===== config.mk =====
export PLATFORM = sky130hd
export DESIGN_NAME = dbg_tap_chainsel
export DESIGN_NICKNAME = d
export VERILOG_FILES = /design/src/rtl/dbg_tap_pkg.sv /design/src/rtl/dbg_tap_fsm.sv /design/src/rtl/dbg_tap_shreg.sv /design/src/rtl/dbg_tap_ir.sv /design/src/rtl/dbg_tap_dr_bank.sv /design/src/rtl/dbg_tap_chainsel.sv
export SDC_FILE = /design/constraint.sdc
export NUM_CORES = 1
export LEC_CHECK = 0
export ABC_AREA = 1
export BUFFER_PORTS_ARGS = -buffer_cell sky130_fd_sc_hd__buf_2
export CAP_MARGIN = 20
export CORE_ASPECT_RATIO = 1.75
export CORE_MARGIN = 2
export CORE_UTILIZATION = 62
export DETAILED_ROUTE_END_ITERATION = 7
export PLACE_DENSITY = 0.81
export SYNTH_ARGS = -nofsm -noshare
export SYNTH_HDL_FRONTEND = slang
export SYNTH_SLANG_ARGS = --single-unit
export TNS_END_PERCENT = 100

===== constraint.sdc =====
create_clock -name tck -period 1.7 [get_ports tck]
set_input_delay 0.255 -clock tck [delete_from_list [all_inputs] [get_ports tck]]
set_output_delay 0.255 -clock tck [all_outputs]
set_load 0.005 [all_outputs]

===== src/rtl/dbg_tap_pkg.sv =====
`timescale 1ns/1ps
package dbg_tap_pkg;

    localparam int IR_W = 4;
    typedef logic [IR_W-1:0] instr_t;

    localparam instr_t OP_IDCODE     = 4'b1110;
    localparam instr_t OP_SCAN_SEL   = 4'b0010;
    localparam instr_t OP_CHAIN_TEST = 4'b1100;
    localparam instr_t OP_BYPASS     = 4'b1111;
    localparam instr_t IR_CAPTURE    = 4'b0001;

    typedef enum logic [3:0] {
        ST_TLR, ST_RTI,
        ST_SEL_DR, ST_CAP_DR, ST_SHF_DR, ST_EX1_DR, ST_PAU_DR, ST_EX2_DR, ST_UPD_DR,
        ST_SEL_IR, ST_CAP_IR, ST_SHF_IR, ST_EX1_IR, ST_PAU_IR, ST_EX2_IR, ST_UPD_IR
    } tap_state_e;

    typedef enum logic [1:0] {
        DR_BYPASS, DR_IDENT, DR_CHSEL, DR_CHAIN
    } dr_path_e;

    function automatic tap_state_e tap_next(input tap_state_e s, input logic tms);
        tap_state_e n;
        case (s)
            ST_TLR:    n = tms ? ST_TLR    : ST_RTI;
            ST_RTI:    n = tms ? ST_SEL_DR : ST_RTI;
            ST_SEL_DR: n = tms ? ST_SEL_IR : ST_CAP_DR;
            ST_CAP_DR: n = tms ? ST_EX1_DR : ST_SHF_DR;
            ST_SHF_DR: n = tms ? ST_EX1_DR : ST_SHF_DR;
            ST_EX1_DR: n = tms ? ST_UPD_DR : ST_PAU_DR;
            ST_PAU_DR: n = tms ? ST_EX2_DR : ST_PAU_DR;
            ST_EX2_DR: n = tms ? ST_UPD_DR : ST_SHF_DR;
            ST_UPD_DR: n = tms ? ST_SEL_DR : ST_RTI;
            ST_SEL_IR: n = tms ? ST_TLR    : ST_CAP_IR;
            ST_CAP_IR: n = tms ? ST_EX1_IR : ST_SHF_IR;
            ST_SHF_IR: n = tms ? ST_EX1_IR : ST_SHF_IR;
            ST_EX1_IR: n = tms ? ST_UPD_IR : ST_PAU_IR;
            ST_PAU_IR: n = tms ? ST_EX2_IR : ST_PAU_IR;
            ST_EX2_IR: n = tms ? ST_UPD_IR : ST_SHF_IR;
            ST_UPD_IR: n = tms ? ST_SEL_DR : ST_RTI;
            default:   n = ST_TLR;
        endcase
        return n;
    endfunction

endpackage


===== src/rtl/dbg_tap_fsm.sv =====
`timescale 1ns/1ps
module dbg_tap_fsm
    import dbg_tap_pkg::*;
(
    input  logic       tck,
    input  logic       trst_n,
    input  logic       tms,
    output tap_state_e state,
    output logic       in_reset,
    output logic       cap_ir,
    output logic       shf_ir,
    output logic       upd_ir,
    output logic       cap_dr,
    output logic       shf_dr,
    output logic       upd_dr
);

    always_ff @(posedge tck or negedge trst_n) begin
        if (!trst_n) state <= ST_TLR;
        else         state <= tap_next(state, tms);
    end

    always_comb begin
        in_reset = (state == ST_TLR);
        cap_ir   = (state == ST_CAP_IR);
        shf_ir   = (state == ST_SHF_IR);
        upd_ir   = (state == ST_UPD_IR);
        cap_dr   = (state == ST_CAP_DR);
        shf_dr   = (state == ST_SHF_DR);
        upd_dr   = (state == ST_UPD_DR);
    end

endmodule


===== src/rtl/dbg_tap_shreg.sv =====
`timescale 1ns/1ps
module dbg_tap_shreg #(
    parameter int           W       = 4,
    parameter logic [W-1:0] RST_VAL = '0
) (
    input  logic         tck,
    input  logic         trst_n,
    input  logic         cap_en,
    input  logic         shf_en,
    input  logic [W-1:0] cap_val,
    input  logic         tdi,
    output logic         so
);

    logic [W-1:0] q;
    logic [W-1:0] shifted;

    generate
        if (W == 1) begin : g_one
            assign shifted = tdi;
        end else begin : g_wide
            assign shifted = {tdi, q[W-1:1]};
        end
    endgenerate

    always_ff @(posedge tck or negedge trst_n) begin
        if (!trst_n)     q <= RST_VAL;
        else if (cap_en) q <= cap_val;
        else if (shf_en) q <= shifted;
    end

    assign so = q[0];

endmodule


===== src/rtl/dbg_tap_ir.sv =====
`timescale 1ns/1ps
module dbg_tap_ir
    import dbg_tap_pkg::*;
(
    input  logic   tck,
    input  logic   trst_n,
    input  logic   tdi,
    input  logic   in_reset,
    input  logic   cap_ir,
    input  logic   shf_ir,
    input  logic   upd_ir,
    output instr_t ir_shadow,
    output instr_t ir_act,
    output logic   ir_so
);

    always_ff @(posedge tck or negedge trst_n) begin
        if (!trst_n)     ir_shadow <= IR_CAPTURE;
        else if (cap_ir) ir_shadow <= IR_CAPTURE;
        else if (shf_ir) ir_shadow <= {tdi, ir_shadow[IR_W-1:1]};
    end

    always_ff @(posedge tck or negedge trst_n) begin
        if (!trst_n)       ir_act <= OP_IDCODE;
        else if (in_reset) ir_act <= OP_IDCODE;
        else if (upd_ir)   ir_act <= ir_shadow;
    end

    assign ir_so = ir_shadow[0];

endmodule


===== src/rtl/dbg_tap_dr_bank.sv =====
`timescale 1ns/1ps
module dbg_tap_dr_bank
    import dbg_tap_pkg::*;
#(
    parameter int              ID_W     = 32,
    parameter logic [ID_W-1:0] ID_VALUE = 32'h1234_5A6B,
    parameter int              SEL_W    = 4,
    parameter int              CH1_LEN  = 33,
    parameter int              CH2_LEN  = 38
) (
    input  logic             tck,
    input  logic             trst_n,
    input  logic             tdi,
    input  instr_t           ir_act,
    input  logic             cap_dr,
    input  logic             shf_dr,
    input  logic             upd_dr,
    output logic [SEL_W-1:0] chain_act,
    output logic             dr_so
);

    localparam int NCH         = 2;
    localparam int CH_LEN [NCH] = '{CH1_LEN, CH2_LEN};
    localparam int CH_NUM [NCH] = '{1, 2};

    dr_path_e         path;
    logic [NCH-1:0]   hit;
    logic [NCH-1:0]   ch_so;
    logic [SEL_W-1:0] chsel_q;
    logic             id_so;
    logic             byp_so;

    always_comb begin
        path = DR_BYPASS;
        hit  = '0;
        case (ir_act)
            OP_IDCODE:   path = DR_IDENT;
            OP_SCAN_SEL: path = DR_CHSEL;
            OP_CHAIN_TEST: begin
                for (int g = 0; g < NCH; g++) begin
                    if (chain_act == SEL_W'(CH_NUM[g])) begin
                        hit[g] = 1'b1;
                        path   = DR_CHAIN;
                    end
                end
            end
            default:     path = DR_BYPASS;
        endcase
    end

    dbg_tap_shreg #(.W(ID_W), .RST_VAL(ID_VALUE)) u_ident (
        .tck     (tck),
        .trst_n  (trst_n),
        .cap_en  (cap_dr && path == DR_IDENT),
        .shf_en  (shf_dr && path == DR_IDENT),
        .cap_val (ID_VALUE),
        .tdi     (tdi),
        .so      (id_so)
    );

    dbg_tap_shreg #(.W(1), .RST_VAL(1'b0)) u_bypass (
        .tck     (tck),
        .trst_n  (trst_n),
        .cap_en  (cap_dr && path == DR_BYPASS),
        .shf_en  (shf_dr && path == DR_BYPASS),
        .cap_val (1'b0),
        .tdi     (tdi),
        .so      (byp_so)
    );

    always_ff @(posedge tck or negedge trst_n) begin
        if (!trst_n) begin
            chsel_q <= '0;
        end else if (path == DR_CHSEL) begin
            if (cap_dr)      chsel_q <= chain_act;
            else if (shf_dr) chsel_q <= {tdi, chsel_q[SEL_W-1:1]};
        end
    end

    always_ff @(posedge tck or negedge trst_n) begin
        if (!trst_n)                         chain_act <= '0;
        else if (upd_dr && path == DR_CHSEL) chain_act <= chsel_q;
    end

    for (genvar g = 0; g < NCH; g++) begin : g_chain
        dbg_tap_shreg #(.W(CH_LEN[g]), .RST_VAL('0)) u_chain (
            .tck     (tck),
            .trst_n  (trst_n),
            .cap_en  (1'b0),
            .shf_en  (shf_dr && hit[g]),
            .cap_val ('0),
            .tdi     (tdi),
            .so      (ch_so[g])
        );
    end

    always_comb begin
        case (path)
            DR_IDENT: dr_so = id_so;
            DR_CHSEL: dr_so = chsel_q[0];
            DR_CHAIN: dr_so = |(hit & ch_so);
            default:  dr_so = byp_so;
        endcase
    end

endmodule


===== src/rtl/dbg_tap_chainsel.sv =====
`timescale 1ns/1ps
module dbg_tap_chainsel
    import dbg_tap_pkg::*;
#(
    parameter int              ID_W     = 32,
    parameter logic [ID_W-1:0] ID_VALUE = 32'h1234_5A6B,
    parameter int              SEL_W    = 4,
    parameter int              CH1_LEN  = 33,
    parameter int              CH2_LEN  = 38
) (
    input  logic tck,
    input  logic trst_n,
    input  logic tms,
    input  logic tdi,
    output logic tdo,
    output logic tdo_oe
);

    tap_state_e       st;
    logic             in_reset, cap_ir, shf_ir, upd_ir, cap_dr, shf_dr, upd_dr;
    instr_t           ir_shadow, ir_act;
    logic             ir_so, dr_so;
    logic [SEL_W-1:0] chain_act;

    dbg_tap_fsm u_fsm (
        .tck      (tck),
        .trst_n   (trst_n),
        .tms      (tms),
        .state    (st),
        .in_reset (in_reset),
        .cap_ir   (cap_ir),
        .shf_ir   (shf_ir),
        .upd_ir   (upd_ir),
        .cap_dr   (cap_dr),
        .shf_dr   (shf_dr),
        .upd_dr   (upd_dr)
    );

    dbg_tap_ir u_ir (
        .tck       (tck),
        .trst_n    (trst_n),
        .tdi       (tdi),
        .in_reset  (in_reset),
        .cap_ir    (cap_ir),
        .shf_ir    (shf_ir),
        .upd_ir    (upd_ir),
        .ir_shadow (ir_shadow),
        .ir_act    (ir_act),
        .ir_so     (ir_so)
    );

    dbg_tap_dr_bank #(
        .ID_W     (ID_W),
        .ID_VALUE (ID_VALUE),
        .SEL_W    (SEL_W),
        .CH1_LEN  (CH1_LEN),
        .CH2_LEN  (CH2_LEN)
    ) u_dr (
        .tck       (tck),
        .trst_n    (trst_n),
        .tdi       (tdi),
        .ir_act    (ir_act),
        .cap_dr    (cap_dr),
        .shf_dr    (shf_dr),
        .upd_dr    (upd_dr),
        .chain_act (chain_act),
        .dr_so     (dr_so)
    );

    always_ff @(negedge tck or negedge trst_n) begin
        if (!trst_n) begin
            tdo    <= 1'b0;
            tdo_oe <= 1'b0;
        end else begin
            tdo_oe <= shf_ir | shf_dr;
            tdo    <= shf_ir ? ir_so : dr_so;
        end
    end

endmodule


==> run metrics, run 1 <==
clk_lat worst skew 410 ps; IO Port Bufs 5; Post-Synth Adder-Cell Area 0; Synth Warn # 0; CTS Hold Bufs 0; largest net degree at the start of global routing 67; Critical Path Stages 7; Post-Syn Area 5244 µm²; top cell family by delay on the critical path simple AND/OR/NAND/NOR gates; nets@finish 617; clock skew 25.03 ps; DRC 0; RSZ-0062 raised after global routing yes; CTS tree yes; Mapped Cells 565; pre-CTS setup slack -391.5 ps; simple-gate portion of the synthesized area 0.1832; failing checks negative setup slack; htree depth 4; sequential share of the synthesized area 0.6056; worst hold path type in2async; WS Path Type reg2reg; initial antenna violation count 0; largest family of logic cells by synthesized area simple AND/OR/NAND/NOR gates; clk sinks 126; die height between 100 and 150 µm; P&R area growth vs syn 19.49%; drt total wl 10,660 µm; total iterations of the first detailed-routing run 6; core area 8258 µm²; Final Max Slew Viols 0; share of cells above drive strength 1 0.2240; Yosys reg bits between 100 and 150; row count 44; first-pass GRT wire length 17,500 µm; mux cell area share after synthesis 0.007158; Chip Width about 74 µm; Overflow after GRT 0; DR vias 3,906; Worst slew margin 0.4692; # diodes 0; most frequent cells in the layout nand2_1 (126), dfrtp_1 (106), inv_1 (58), o21ai_0 (55), nor2_1 (51); P per Cell Area 1318 nW/µm²; status finished, violations left; Vias/cell 5.448; max-cap violations 0; gp weighted congestion 0.9194; CP max stage delay 550 ps; worst setup margin -464.7 ps; Starting DRT DRC Count 199; CTS Root Cell clkbuf_16; crit end category register; Mapped Nets 569; compound-cell area share of the yosys netlist 0.1179; critical path arrival 1560 ps; routed len/inst between 10 and 15 µm; final core utilization 0.7588; worst-path cell chain nand2_2, nor2_4, nand2_2, nand3_2, nand3_1, nand2_1, nand2_1; Synth cell types 30; most common cell after layout, fill and taps aside nand2_1; Startpoint Class register; initial core utilization 0.6350; Finished Cell Area 6266 µm²; Leak 3.179 nW; final hold violations 0; DP HPWL 6097 µm; worst vdd ir 0.8996 mV; GRT Util Overall 0.2458; clk buf depth 2; reg2reg path depth 7; area of the die just over 9000 µm²; Inserted Clock Buffers 17; Area after DPL 5534 µm²; IO Count 6; Slowest-stage cell, CP dfstp_2; worst path bufs/invs 0; Critical Path RT about 1100 ps; Least-Margin Pin Slew 796.1 ps; XOR/XNOR Fraction of Synth Area 0; Post-DRT Antenna Nets 0; peak fanout along the critical path 5; Clock Pin Slew Worst Setup and Hold Paths 50 ps; vias in the first global route just under 4,000; syn avg cell area 9.281 µm²; setup violators final 7
-- sequential cells by signal, indices dropped and copies added, names as in the netlist --
register,flops
u_dr.chain_act,4
u_dr.u_bypass.so,1
u_dr.g_chain.u_chain.q,71
tdo_oe,1
tdo,1
u_ir.ir_act,4
u_dr.chsel_q,4
u_fsm.state,4
u_dr.u_ident.q,32
u_ir.ir_shadow,4
-- cells in the mapped netlist, drive strengths merged --
master  count  area share
nand2     135       0.099
nand3      26       0.029
or2         1      0.0012
buf        20       0.033
a31oi       1      0.0012
clkbuf      4      0.0029
inv        69       0.050
dfrtn       2      0.0095
o22ai       4      0.0048
a22oi       1      0.0014
dfrtp     106        0.51
a21oi      38       0.036
dfstp      18       0.090
a221oi      1      0.0017
nor2       61       0.052
o211ai      6      0.0086
mux2        3      0.0072
o21ai      67       0.064
nand4       2      0.0024
-- worst paths after layout --
check                                               start                                   endpoint  slack [ps]
max                            u_ir.ir_act[3]$_DFFE_PN1P_                              tdo$_DFF_NN0_        -460
min                                                trst_n                   u_fsm.state[1]$_DFF_PN0_          20
max in group asynchronous                          trst_n  u_dr.g_chain[0].u_chain.q[16]$_DFFE_PN0P_        1110
min in group tck                                      tms                   u_fsm.state[1]$_DFF_PN0_         180
min reg2reg                u_dr.u_ident.q[21]$_DFFE_PN1P_             u_dr.u_ident.q[21]$_DFFE_PN1P_         460
max reg2reg                    u_ir.ir_act[3]$_DFFE_PN1P_                              tdo$_DFF_NN0_        -460
-- layer usage --
metal,GRT usage,up-vias,routed length (µm)
met3,0.06800,24,360
met2,0.4165,85,5740
met5,0,-,0
met1,0.2875,1912,4270
li1,-,1885,-
met4,0.1005,0,285
-- area by class of cell --
cell class                      count  area, µm²
Clock inverter                      6      35.03
Fill cell                         516       1992
Clock buffer                       25      495.5
Timing Repair Buffer               53      484.2
Sequential cell                   126       3176
Multi-Input combinational cell    346       1694
Inverter                           69      266.5
Tap cell                           92      115.1
-- cells by family after synthesis --
logic type | Yosys count
and+or+nand+nor | 225
DFF | 126
AOI/OAI and AO/OA | 118
buffers and inverters | 93
muxes | 3
-- metrics by stage --
| step | std cells | total power, mW | hold slack [ps] | setup TNS (ps) |
|---|---|---|---|---|
| floorplan | 565 | 4.336 | -40.59 | -372.2 |
| finish | 717 | 8.259 | 15.47 | -1107 |
| detailed placement | 676 | 4.879 | 451.9 | -511.4 |
| global route | 717 | 8.629 | 86.61 | -2393 |
| global placement | 676 | 4.827 | 451.4 | -470.2 |
| CTS | 713 | 8.192 | 44.48 | -1211 |
-- power by group --
group / internal (mW) / switching [mW] / total (mW)
Sequential: 3.29 / 0.139 / 3.43
Combinational: 0.612 / 1.02 / 1.63
Clock: 1.99 / 1.21 / 3.20
Total: 5.90 / 2.36 / 8.26
-- what timing repair did --
| action | 4_1_cts | 5_1_grt |
|---|---|---|
| cloned | 0 | 3 |
| pin swaps | 0 | 6 |
| setup endpoints to repair | 5 | 91 |
| resized for setup | 9 | 17 |
| setup buffers | 6 | 4 |
No activity file was read; power rests on OpenSTA's default activity.
==> inputs of run 2 (changes only) <==
- CORE_ASPECT_RATIO: 1.75 -> 0.75
- clock period: 1.7 -> 2.4 ns (I/O delays scaled with it)
==> run 2 against run 1 <==
The flow still finishes with violations (negative setup slack); critical path depth unchanged; non-clock buffer count is 30 lower; global-route usage is 0.86 points lower; critical path type unchanged; hold slack better by 250 ps.
==> run metrics, run 2 (synthesized netlist as in run 1, its figures left out) <==
status finished, violations left (unchanged); failing checks negative setup slack (unchanged); P&R area growth vs syn 14.51% (was 19.49%); worst vdd ir 0.6508 mV (was 0.8996 mV); initial antenna violation count 0 (unchanged); Reg2Reg Setup Slack -90 ps (was -460 ps); IO Port Bufs 5 (unchanged); routed len/inst 13.71 µm (was 14.86 µm); Chip Width 110.2 µm (was 73.52 µm); first-pass GRT wire length 16,650 µm (was 17,500 µm); area of the die 9217 µm² (was 9239 µm²); clk buf depth 2 (unchanged); DP HPWL 5739 µm (was 6097 µm); Inserted Clock Buffers 17 (unchanged); worst setup margin -92.81 ps (was -464.7 ps); htree depth 4 (unchanged); hold_sp tms; IO Count 6 (unchanged); most frequent cells in the layout nand2_1 (127), dfrtp_1 (106), inv_1 (61), o21ai_0 (58), nor2_1 (53) (was nand2_1 (126), dfrtp_1 (106), inv_1 (58), o21ai_0 (55), nor2_1 (51)); crit end category register (unchanged); total iterations of the first detailed-routing run 6 (unchanged); Largest register FFs 71 (unchanged); share of cells above drive strength 1 0.1711 (was 0.2240); drt total wl 9650 µm (was 10,660 µm); Critical Path RT 1440 ps (was 1090 ps); largest registers u_dr.g_chain.u_chain.q x71, u_dr.u_ident.q x32 (unchanged); Finished Cell Area 6005 µm² (was 6266 µm²); most flop-heavy register u_dr.g_chain.u_chain.q (unchanged); most common cell after layout, fill and taps aside nand2_1 (unchanged); reg2reg path depth 7 (unchanged); # diodes 0 (unchanged); P per Cell Area 971.6 nW/µm² (was 1318 nW/µm²); die height 83.65 µm (was 125.7 µm); row count 29 (was 44); worst hold path type in2reg (was in2async); critical path arrival 1530 ps (was 1560 ps); Leak 3.022 nW (was 3.179 nW); WS Path Type reg2reg (unchanged); Finished Layout Cells 704 (was 717); Vias/cell 5.297 (was 5.448); Least-Margin Pin Slew 524.7 ps (was 796.1 ps); Starting DRT DRC Count 358 (was 199); Overflow after GRT 0 (unchanged); Post-DRT Antenna Nets 0 (unchanged); core area 8346 µm² (was 8258 µm²); max-cap violations 0 (unchanged); Reg2Reg Launch Point u_ir.ir_act[2]$_DFFE_PN1P_ (was u_ir.ir_act[3]$_DFFE_PN1P_); final hold violations 0 (unchanged); vias in the first global route 3,671 (was 3,927); hold path depth 2; clk sinks 126 (unchanged); clk_lat worst skew 410 ps (about the same); GRT Util Overall 0.2372 (was 0.2458); CTS tree yes (unchanged); clock skew 26.59 ps (was 25.03 ps); Startpoint Class register (unchanged); crit path launch u_ir.ir_act[2]$_DFFE_PN1P_ (was u_ir.ir_act[3]$_DFFE_PN1P_); largest net degree at the start of global routing 100 (was 67); DP Cell Count 670 (was 676); Area after DPL 5386 µm² (was 5534 µm²); Worst slew margin 0.6502 (was 0.4692); peak fanout along the critical path 4 (was 5); nets@finish 587 (was 617); Clock Pin Slew Worst Setup and Hold Paths 50 ps (about the same); setup violators final 3 (was 7); Final Max Slew Viols 0 (unchanged); initial core utilization 0.6283 (was 0.6350); DR vias 3,729 (was 3,906); RSZ-0062 raised after global routing yes (unchanged); gp weighted congestion 0.9205 (was 0.9194); DRC 0 (unchanged); CTS Root Cell clkbuf_16 (unchanged)
==> run 2: layer usage <==
| layer | vias to the layer above | GRT usage | routed length, µm |
|---|---|---|---|
| li1 | 1837 | - | - |
| met1 | 1784 | 0.3148 | 4372 |
| met2 | 85 | 0.3519 | 4507 |
| met3 | 23 | 0.07494 | 518 |
| met4 | 0 | 0.1216 | 251 |
| met5 | - | 0 | 0 |
==> run 2: area by class of cell <==
cell class	instances	area, µm²
timing repair buffer	23	190.2
tap	108	135.1
multi-input combinational	346	1664
clock inverter	5	55.05
sequential	126	3176
clock buffer	27	523.0
fill	564	2341
inverter	69	261.5
==> run 2: timing repair <==
item	CTS	global route
endpoints found under the setup margin	3	4
buffers inserted	0	1
endpoints found under the hold margin	25	0
resized for setup	2	5
gates cloned	0	0
pin swaps	3	5
hold buffers	1	0
==> run 2: final timing paths <==
kind | end
setup / recovery | tdo$_DFF_NN0_
hold / removal | u_fsm.state[1]$_DFF_PN0_
setup reg to reg | tdo$_DFF_NN0_
hold reg to reg | u_dr.u_ident.q[11]$_DFFE_PN1P_
max in group asynchronous | tdo_oe$_DFF_NN0_
min in group asynchronous | u_dr.g_chain[1].u_chain.q[0]$_DFFE_PN0P_
==> run 2: report_power, final <==
part | internal [mW] | switching, mW
clock | 1.59 | 0.876
sequential | 2.33 | 0.0996
combinational | 0.308 | 0.636
==> run 2: worst max-delay path, stage by stage, from the launching register on <==
cell     delay (ps)
dfstp_2         530
nand2_2          70
nor2_4          160
nand2_2         100
nand3_2          70
nand3_2          70
nand2_1          60
nand2_1          50
==> run 2: metrics by stage <==
step	total power [mW]	hold WS, ps	util	setup WS (ps)	setup TNS (ps)
final	5.834	263.5	0.7195	-92.81	-176.3
after global routing	6.090	273.1	0.7195	-183.5	-363.4
after CTS	5.825	247.4	0.7171	-79.89	-205.4
after detailed placement	3.354	300.9	0.6454	-46.52	-46.52
after global placement	3.316	294.9	0.6454	-5.328	-5.328
after floorplan	3.069	64.41	-	6.422	0
